File: src/rtl/sync_combiner.sv
module sync_combiner #(
  parameter int CNT_W = 12
) (
  input  logic clk,
  input  logic rst_n,
  input  logic hsync_in,
  input  logic vsync_in,
  input  logic pol_inv,
  output logic csync,
  output logic h_act_low,
  output logic v_act_low,
  output logic det_valid
);
  localparam int CMAX = (1 << CNT_W) - 1;
  localparam int HI_TH = CMAX - CMAX / 4;
  localparam int LO_TH = CMAX / 4;
  localparam logic [CNT_W-1:0] MID = CNT_W'(1 << (CNT_W - 1));
  localparam logic [CNT_W-1:0] TOP = CNT_W'(CMAX);

  logic [1:0] h_sy, v_sy;
  logic [CNT_W-1:0] h_cnt, v_cnt;
  logic h_set, v_set, run_q;
  logic h_norm, v_norm, comp;

  always_ff @(posedge clk) begin
    if (!rst_n) begin
      h_sy <= '0;
      v_sy <= '0;
    end else begin
      h_sy <= {h_sy[0], hsync_in};
      v_sy <= {v_sy[0], vsync_in};
    end
  end

  always_ff @(posedge clk) begin
    if (!rst_n) begin
      h_cnt <= MID;
      h_act_low <= 1'b1;
      h_set <= 1'b0;
    end else begin
      if (h_sy[1] && h_cnt != TOP) h_cnt <= h_cnt + 1'b1;
      else if (!h_sy[1] && h_cnt != '0) h_cnt <= h_cnt - 1'b1;
      if (int'(h_cnt) >= HI_TH) begin
        h_act_low <= 1'b1;
        h_set <= 1'b1;
      end else if (int'(h_cnt) <= LO_TH) begin
        h_act_low <= 1'b0;
        h_set <= 1'b1;
      end
    end
  end

  always_ff @(posedge clk) begin
    if (!rst_n) begin
      v_cnt <= MID;
      v_act_low <= 1'b1;
      v_set <= 1'b0;
    end else begin
      if (v_sy[1] && v_cnt != TOP) v_cnt <= v_cnt + 1'b1;
      else if (!v_sy[1] && v_cnt != '0) v_cnt <= v_cnt - 1'b1;
      if (int'(v_cnt) >= HI_TH) begin
        v_act_low <= 1'b1;
        v_set <= 1'b1;
      end else if (int'(v_cnt) <= LO_TH) begin
        v_act_low <= 1'b0;
        v_set <= 1'b1;
      end
    end
  end

  assign h_norm = h_sy[1] ^ h_act_low;
  assign v_norm = v_sy[1] ^ v_act_low;
  assign comp = h_norm ^ v_norm;
  assign det_valid = h_set & v_set;

  always_ff @(posedge clk) begin
    if (!rst_n) begin
      csync <= 1'b0;
      run_q <= 1'b0;
    end else begin
      csync <= comp ^ pol_inv;
      run_q <= 1'b1;
    end
  end

  assert_sat_top_R8: assert property (@(posedge clk) disable iff (!rst_n)
    (h_cnt == TOP && h_sy[1]) |=> (h_cnt == TOP));
  assert_sat_bot_R8: assert property (@(posedge clk) disable iff (!rst_n)
    (v_cnt == '0 && !v_sy[1]) |=> (v_cnt == '0));
  assert_hyst_R2: assert property (@(posedge clk) disable iff (!rst_n)
    (run_q && !$stable(h_act_low)) |-> (int'($past(h_cnt)) >= HI_TH || int'($past(h_cnt)) <= LO_TH));
  assert_sticky_R7: assert property (@(posedge clk) disable iff (!rst_n)
    det_valid |=> det_valid);
  assert_pol_R5: assert property (@(posedge clk) disable iff (!rst_n)
    (run_q && !$stable(pol_inv) && $stable(comp)) |=> (csync != $past(csync)));
endmodule

File: config.mk
export PLATFORM = sky130hd
export DESIGN_NAME = sync_combiner
export DESIGN_NICKNAME = d
export VERILOG_FILES = /design/src/rtl/sync_combiner.sv
export SDC_FILE = /design/constraint.sdc
export NUM_CORES = 1
export LEC_CHECK = 0
export ABC_AREA = 0
export BUFFER_PORTS_ARGS = -buffer_cell sky130_fd_sc_hd__buf_2
export CAP_MARGIN = 10
export CORE_ASPECT_RATIO = 0.6
export CORE_UTILIZATION = 40
export CTS_CLUSTER_SIZE = 30
export DETAILED_ROUTE_END_ITERATION = 16
export PLACE_DENSITY = 0.7
export SLEW_MARGIN = 20
export SYNTH_ARGS = -nofsm -noshare
export SYNTH_HDL_FRONTEND = slang
export SYNTH_SLANG_ARGS = --single-unit
File: constraint.sdc
create_clock -name clk -period 3.2 [get_ports clk]
set_clock_uncertainty 0.15 [all_clocks]
set_input_delay 0.48 -clock clk [delete_from_list [all_inputs] [get_ports clk]]
set_output_delay 0.48 -clock clk [all_outputs]
set_load 0.05 [all_outputs]
==> results of run 1 <==
==> critical path: cells and delay by family, from the launching register on <==
| family | cells | cell delay, ps |
|---|---|---|
| fa+ha+maj | 2 | 500 |
| compound gates | 4 | 1150 |
| simple gates | 4 | 690 |
| flops | 1 | 390 |
==> synth_stat cells, types with 5 or more instances <==
cell type  count
a21o_1         5
a21oi_1       33
and2_1         5
clkbuf_1       7
dfxtp_1       33
ha_1          26
inv_1         16
nand2_1       27
nand2b_1       6
nand3_1        9
nand4_1        9
nor2_1         6
o211ai_1       6
o21ai_0        5
o21ai_1        5
xnor2_1        9
xor2_1         7
==> cell families after synthesis <==
group	count (synthesis)	synth area share, %
flops	33	27.75
simple gates	92	22.07
fa+ha+maj	28	15.34
buf+inv	29	4.677
compound gates	87	23.86
xor+xnor	16	5.886
mux	1	0.4204
==> worst max path at each step <==
stage	slack, ps	endpoint	cells past startpoint
finish	250	h_cnt[9]	10
global route	9	h_cnt[9]	10
CTS	100	h_cnt[9]	10
detailed placement	120	h_cnt[9]	10
global placement	250	h_cnt[10]	10
floorplan	170	v_cnt[8]	10
==> cell type report <==
class / count / share of cell area, %
well taps: 80 / 3.742
clock inverters: 2 / 0.3742
repair buffers: 21 / 5.145
multi-input cells: 224 / 60.80
flip-flops and latches: 33 / 24.70
inverters: 18 / 2.526
clock buffers: 6 / 2.713
==> routing by layer <==
| metal | global-route usage, % | wire length (um) |
|---|---|---|
| met5 | 0 | 0 |
| met4 | 4.555 | 34 |
| met3 | 5.593 | 496 |
| met2 | 26.83 | 2135 |
| met1 | 30.96 | 3139 |
==> what timing repair did <==
action	in CTS	in global routing
buffers inserted	0	0
hold buffers	0	0
setup endpoints to repair	0	6
resized for setup	0	6
==> registers in the layout (all words and copies together) (netlist names) <==
register	cells
v_set	1
h_set	1
csync	1
v_act_low	1
v_sy	2
h_cnt	12
h_sy	2
h_act_low	1
v_cnt	12
==> power by group through the flow <==
stage | sequential (mW) | clock (mW) | combinational, mW
2_1_floorplan | 0.694 | 0 | 1.18
3_3_place_gp | 0.677 | 0 | 1.54
3_5_place_dp | 0.677 | 0 | 1.56
4_1_cts | 0.668 | 0.318 | 1.57
5_1_grt | 0.692 | 0.334 | 1.78
6_report | 0.675 | 0.313 | 1.61
==> stage by stage <==
stage	std cells	area, sq um	util (%)	setup slack (ps)
global placement	376	2575	45.58	250.0
finish	384	2675	47.35	249.9
floorplan	286	2381	-	171.1
CTS	384	2658	47.04	103.8
global route	384	2675	47.35	8.886
detailed placement	376	2575	45.58	115.6
==> out/results.tsv, run 1 <==
metric	value	unit
first_iter_violations	147	
gp_congestion	0.8240	
timing.hold.ws	239.3	ps
p_leak	1.138	nW
ios	9	
finalSetupViolations	0	
reg2reg_from	h_cnt[11]	
crit_fanout	7	
vias	2169	
routed_via_density	5.648	
grt_first_pass_wirelength	9494	um
reg2reg_depth	10	
max_freq	339.0	MHz
avgSynthCellArea	8.325	sq um
clkLatencyLatePin	290	ps
p_int	1.430	mW
dp_hpwl	4436	um
yosysTopAreaCell	dfxtp_1	
p_clk_share	12.0	%
core_region_area	5649	sq um
crit_slowest_cell	a2111oi_1	
r2r-end	h_cnt[9]	
fin_tns_setup	0	ps
overflow	0	
p_seq_share	25.9	%
n_antenna_cell	0	
start_util	42.15	%
synthesis.area	2381	sq um
post-route-min-period	2950	ps
dieArea	6275	sq um
yosysTopAreaCellShare	27.75	%
nFillCells	548	
wl	5806	um
synth.area.top_cells	dfxtp_1 28%, ha_1 14%, a21oi_1 6.9%	
slew_headroom	39.09	%
cts_tree	done	
regArea	660.6	sq um
vdd_drop_max	0.2727	mV
synth_cell_types	53	
tightest_slew	913.6	ps
synth-edff-count	0	
ff2ff_setup_slack	250	ps
synth_seq_cells	33	
hold_violations	0	
layout.nets	336	
yosysWarnings	0	
startpoint_type	register	
finalCritPeriodShare	92.19	%
grt_use_total	20.03	%
seq_area_frac_synth	27.75	%
final_cell_mix	33 x a21oi_1, 33 x dfxtp_1, 27 x nand2_1	
dieHeight	61.76	um
multi_input_area	1627	sq um
drive_gt1_share	14.47	%
drtAntennaViolNets	0	
die_w	101.6	um
required	3260	ps
ys.flop_type	dfxtp_1	
power_frac_comb	62.0	%
synthCells	286	
num_rows	21	
clk_pin_slew	80	ps
outcome	completed	
min_path_cells	2	
antenna_found_initial	0	
cts_made_buffers	5	
max_cap_violations	0	
syn_to_final_growth	12.35	%
min_from	hsync_in	
async_flop_share	0	%
wl_per_cell	15.12	um
setup.worst_path.start	h_cnt[11]	
grt_max_degree	25	
crit_path_cell_trace	ha_1, nand4_1, nor4_2, nand2b_2, ha_1, a2111oi_1, o21ai_0, a41oi_1, nand4_1, o211ai_1	
cts.sink_count	33	
total_power	2.600	mW
min_to	h_sy[0]	
final_max_slew_viol_count	0	
hp-class	primary input to register	
drt_pre_antenna_iters	4	
cpPeakStageDelay	420	ps
clockBufferDepth	2	
syn_nets	319	
grt_pass1_vias	1915	
path_class	register to register	
power_density	971.9	nW/um^2
cp-end-kind	register	
arrival	3010	ps
drc_errors	0	
p_switching	1.170	mW
switching_share	44.98	%
rsz0062_at_grt	no	
clockRootBuffer	clkbuf_8	
h-tree-depth	2	
io_buffers	8	
No activity file was read; power rests on OpenSTA's default activity.
==> run 2, diff against run 1 <==
- RECOVER_POWER: unset -> 50
- TNS_END_PERCENT: unset -> 30
==> out/results.tsv, run 2 (synthesis gave the netlist of run 1 again) <==
metric	value	unit
h-tree-depth	2	
r2r-end	h_cnt[9]	
cts_made_buffers	5	
routed_via_density	5.646	
first_iter_violations	152	
clockBufferDepth	2	
max_cap_violations	0	
cts_tree	done	
ios	9	
slew_headroom	37.84	%
num_rows	21	
start_util	42.15	%
crit_fanout	7	
final_cell_mix	33 x a21oi_1, 33 x dfxtp_1, 27 x nand2_1	
overflow	0	
final_max_slew_viol_count	0	
drc_errors	0	
nFillCells	557	
clk_pin_slew	80	ps
required	3260	ps
post_cts_buffers	0	
grt_pass1_vias	1915	
dp_hpwl	4436	um
power_density	973.2	nW/um^2
finalCritPeriodShare	92.57	%
cts_resized	0	
wl_per_cell	15.23	um
fin_tns_setup	0	ps
setup.worst_path.start	h_cnt[11]	
antenna_found_initial	0	
io_buffers	8	
die_w	101.6	um
dieHeight	61.76	um
hold_violations	0	
grt_first_pass_wirelength	9494	um
p_leak	1.114	nW
dieArea	6275	sq um
drtAntennaViolNets	0	
rsz0062_at_grt	no	
cts_hold_buf	0	
post-route-min-period	2962	ps
startpoint_type	register	
timing.hold.ws	239.6	ps
path_class	register to register	
reg2reg_from	h_cnt[11]	
grt_max_degree	25	
largestRegisters	h_cnt x12, v_cnt x12	
wl	5847	um
hp-class	primary input to register	
core_region_area	5649	sq um
ff2ff_setup_slack	240	ps
drive_gt1_share	11.18	%
drt_pre_antenna_iters	4	
clockRootBuffer	clkbuf_8	
syn_to_final_growth	11.35	%
critPathCapture	h_cnt[9]	
finalSetupViolations	0	
grt_use_total	20.03	%
max_freq	337.6	MHz
clkLatencyLatePin	290	ps
outcome	completed	
tightest_slew	932.4	ps
layout.nets	336	
reg2reg_depth	10	
n_antenna_cell	0	
gp_congestion	0.8240	
arrival	3020	ps
cp-end-kind	register	
cts.sink_count	33	
vdd_drop_max	0.2718	mV
vias	2168	
[run 2: cell count changes in the layout (fill, tap and decap cells not counted)]
cell,previous run,this run
clkbuf_1,1,9
inv_1,16,17
buf_2,8,3
and2_0,0,1
nor4_2,3,2
buf_4,13,10
and2_1,5,4
nor4_1,2,3
inv_2,2,1
[run 2: power breakdown]
part | switching (mW) | total (mW) | internal [mW] | leakage, nW
logic | 0.884 | 1.59 | 0.709 | 0.794
clock network | 0.162 | 0.312 | 0.151 | 0.0450
registers | 0.119 | 0.675 | 0.556 | 0.275
[run 2: worst min path at each step]
stage | from | end | slack (ps) | cells after the start
global placement | v_sy[0] | v_sy[1] | 270 | 1
global route | hsync_in | h_sy[0] | 240 | 2
CTS | hsync_in | h_sy[0] | 240 | 2
finish | hsync_in | h_sy[0] | 240 | 2
detailed placement | h_sy[0] | h_sy[1] | 270 | 1
floorplan | h_sy[0] | h_sy[1] | 260 | 1
[run 2: area by class of cell]
cell class | instances | area, sq um | share of cell area, %
clock buffers | 6 | 72.57 | 2.737
well taps | 80 | 100.1 | 3.775
multi-input cells | 224 | 1620 | 61.11
flip-flops and latches | 33 | 660.6 | 24.92
clock inverters | 2 | 10.01 | 0.3775
inverters | 18 | 67.56 | 2.548
repair buffers | 21 | 120.1 | 4.530
[run 2: critical path, cell delays in order (launching register included)]
cell       delay (ps)
dfxtp_1           390
ha_1              200
nand4_1           110
nor4_2            170
nand2b_2          260
ha_1              300
a2111oi_1         420
o21ai_0           260
a41oi_1           320
nand4_1           140
o211ai_1          160
[run 2: stage by stage]
stage                     cells  setup WS [ps]  util (%)  power, mW  instance area (sq um)
after detailed placement    376          115.6     45.58      2.234                   2575
after global routing        384          5.883     46.93      2.790                   2651
after global placement      376          250.0     45.58      2.221                   2575
after floorplan             286          171.1         -      1.873                   2381
after CTS                   384          103.8     47.04      2.556                   2658
final                       384          237.7     46.93      2.580                   2651
[run 2: layer usage]
layer  up-vias  routed length, um  GRT usage (%)
met1       975               3169          30.96
met4         0                 34          4.555
met5         -                  0              0
met2        78               2135          26.83
met3         7                508          5.593
li1       1108                  -              -
==> run 3, diff against run 2 <==
- CELL_PAD_IN_SITES_DETAIL_PLACEMENT: unset -> 0
- CELL_PAD_IN_SITES_GLOBAL_PLACEMENT: unset -> 1
- PLACE_DENSITY: 0.7 -> 0.84
- SETUP_SLACK_MARGIN: unset -> 0.4
- SLEW_MARGIN: 20 -> unset
==> out/results.tsv, run 3 (synthesis gave the netlist of run 1 again) <==
metric	value	unit
antenna_found_initial	0	
rsz0062_at_grt	yes	
outcome	completed	
final_common_cell	a21oi_1	
crit_path_cell_trace	ha_1, nand4_1, nor4_4, nand2b_4, buf_6, fa_2, a21o_1, a211oi_2, buf_4, o221ai_2, o21a_1, o32ai_2	
path_class	register to register	
crit_fanout	6	
path_buf_inv	2	
use_met3	4.698	%
hp-class	primary input to register	
p_leak	1.230	nW
p_seq_share	22.8	%
max_cap_violations	0	
start_util	42.15	%
grt_max_degree	25	
cts_tree	done	
arrival	2800	ps
grt_util_met1	35.30	%
timing.hold.ws	255.3	ps
largestRegisters	h_cnt x12, v_cnt x12	
first_iter_violations	252	
finalSetupViolations	0	
fin_tns_setup	0	ps
drt_pre_antenna_iters	4	
startpoint_type	register	
dieHeight	61.76	um
drtAntennaViolNets	0	
cts_made_buffers	5	
drive_gt1_share	24.13	%
grt_use_total	22.06	%
syn_to_final_growth	28.17	%
tightest_slew	884.6	ps
routed_via_density	5.638	
core_region_area	5649	sq um
nFillCells	500	
p_clk_share	13.4	%
required	3240	ps
slew_headroom	41.03	%
power_density	1011	nW/um^2
num_rows	21	
ios	9	
clk_pin_slew	70	ps
grt_first_pass_wirelength	10390	um
cp-end-kind	register	
p_switching	1.350	mW
gp_congestion	0.8155	
overflow	0	
crit_slowest_cell	dfxtp_2	
power_frac_comb	63.8	%
vdd_drop_max	0.3956	mV
grt_pass1_vias	2028	
h-tree-depth	2	
wl_per_cell	16.59	um
finalCritPeriodShare	86.11	%
die_w	101.6	um
gr-usage-met2	29.54	%
grt.busiest_layer	met1	
wl	6552	um
clockBufferDepth	2	
io_buffers	8	
drc_errors	0	
post-route-min-period	2755	ps
ff2ff_setup_slack	440	ps
final_cell_mix	30 x a21oi_1, 27 x nand2_1, 27 x dfxtp_1	
dp_hpwl	4574	um
clockRootBuffer	clkbuf_8	
max_freq	362.9	MHz
cts.sink_count	33	
n_antenna_cell	0	
switching_share	43.77	%
p_int	1.735	mW
dieArea	6275	sq um
final_max_slew_viol_count	0	
crit_family	compound AO/OA/AOI/OAI gates	
hold_violations	0	
vias	2227	
layout.nets	347	
clkLatencyLatePin	280	ps
cpPeakStageDelay	340	ps
-- run 3: changes by cell type in the layout (fill, tap and decap cells not counted), moves of 3 or more --
cell / previous run / this run
dfxtp_2: 0 / 6
ha_1: 26 / 16
buf_6: 0 / 3
ha_4: 0 / 8
dfxtp_1: 33 / 27
buf_4: 10 / 18
a21oi_1: 33 / 30
-- run 3: power groups by stage --
stage	Combinational (mW)	Clock [mW]	Sequential, mW
3_3_place_gp	1.57	0	0.677
6_report	1.97	0.413	0.705
4_1_cts	1.81	0.412	0.687
5_1_grt	2.18	0.436	0.720
3_5_place_dp	1.58	0	0.680
2_1_floorplan	1.18	0	0.695
-- run 3: metrics by stage --
step | util, % | std cells | area, sq um | total power [mW] | setup WS (ps)
after detailed placement | 45.74 | 374 | 2584 | 2.260 | 14.45
after floorplan | - | 286 | 2405 | 1.876 | 392.6
after global placement | 45.74 | 374 | 2584 | 2.252 | 97.11
after global routing | 54.02 | 395 | 3052 | 3.333 | 299.8
final | 54.02 | 395 | 3052 | 3.086 | 444.5
after CTS | 52.27 | 392 | 2953 | 2.907 | 358.1
-- run 3: cell type report --
| class | instances | area, sq um | area share (%) |
|---|---|---|---|
| Clock inverter | 1 | 30.03 | 0.9840 |
| Clock buffer | 7 | 86.33 | 2.829 |
| Timing Repair Buffer | 32 | 214.0 | 7.011 |
| Multi-Input combinational cell | 224 | 1886 | 61.79 |
| Inverter | 18 | 67.56 | 2.214 |
| Sequential cell | 33 | 668.1 | 21.89 |
| Tap cell | 80 | 100.1 | 3.280 |
-- run 3: path summary, 6_finish.rpt --
kind	start	endpoint	depth (start not counted)
max	h_cnt[10]	h_cnt[10]	12
min reg2reg	v_sy[0]	v_sy[1]	1
min	hsync_in	h_sy[0]	2
max reg2reg	h_cnt[10]	h_cnt[10]	12
-- run 3: layer usage --
| layer | up-vias | wire length (um) |
|---|---|---|
| li1 | 1128 | - |
| met1 | 1054 | 3625 |
| met2 | 43 | 2593 |
| met3 | 2 | 319 |
| met4 | 0 | 14 |
| met5 | - | 0 |
-- run 3: what timing repair did --
action | 4_1_cts | 5_1_grt
pin swaps | 8 | 11
hold buffers | 0 | 0
hold endpoints to repair | 0 | 0
gates resized for setup | 30 | 22
setup buffers | 10 | 3
gates cloned | 0 | 0
setup endpoints to repair | 11 | 12
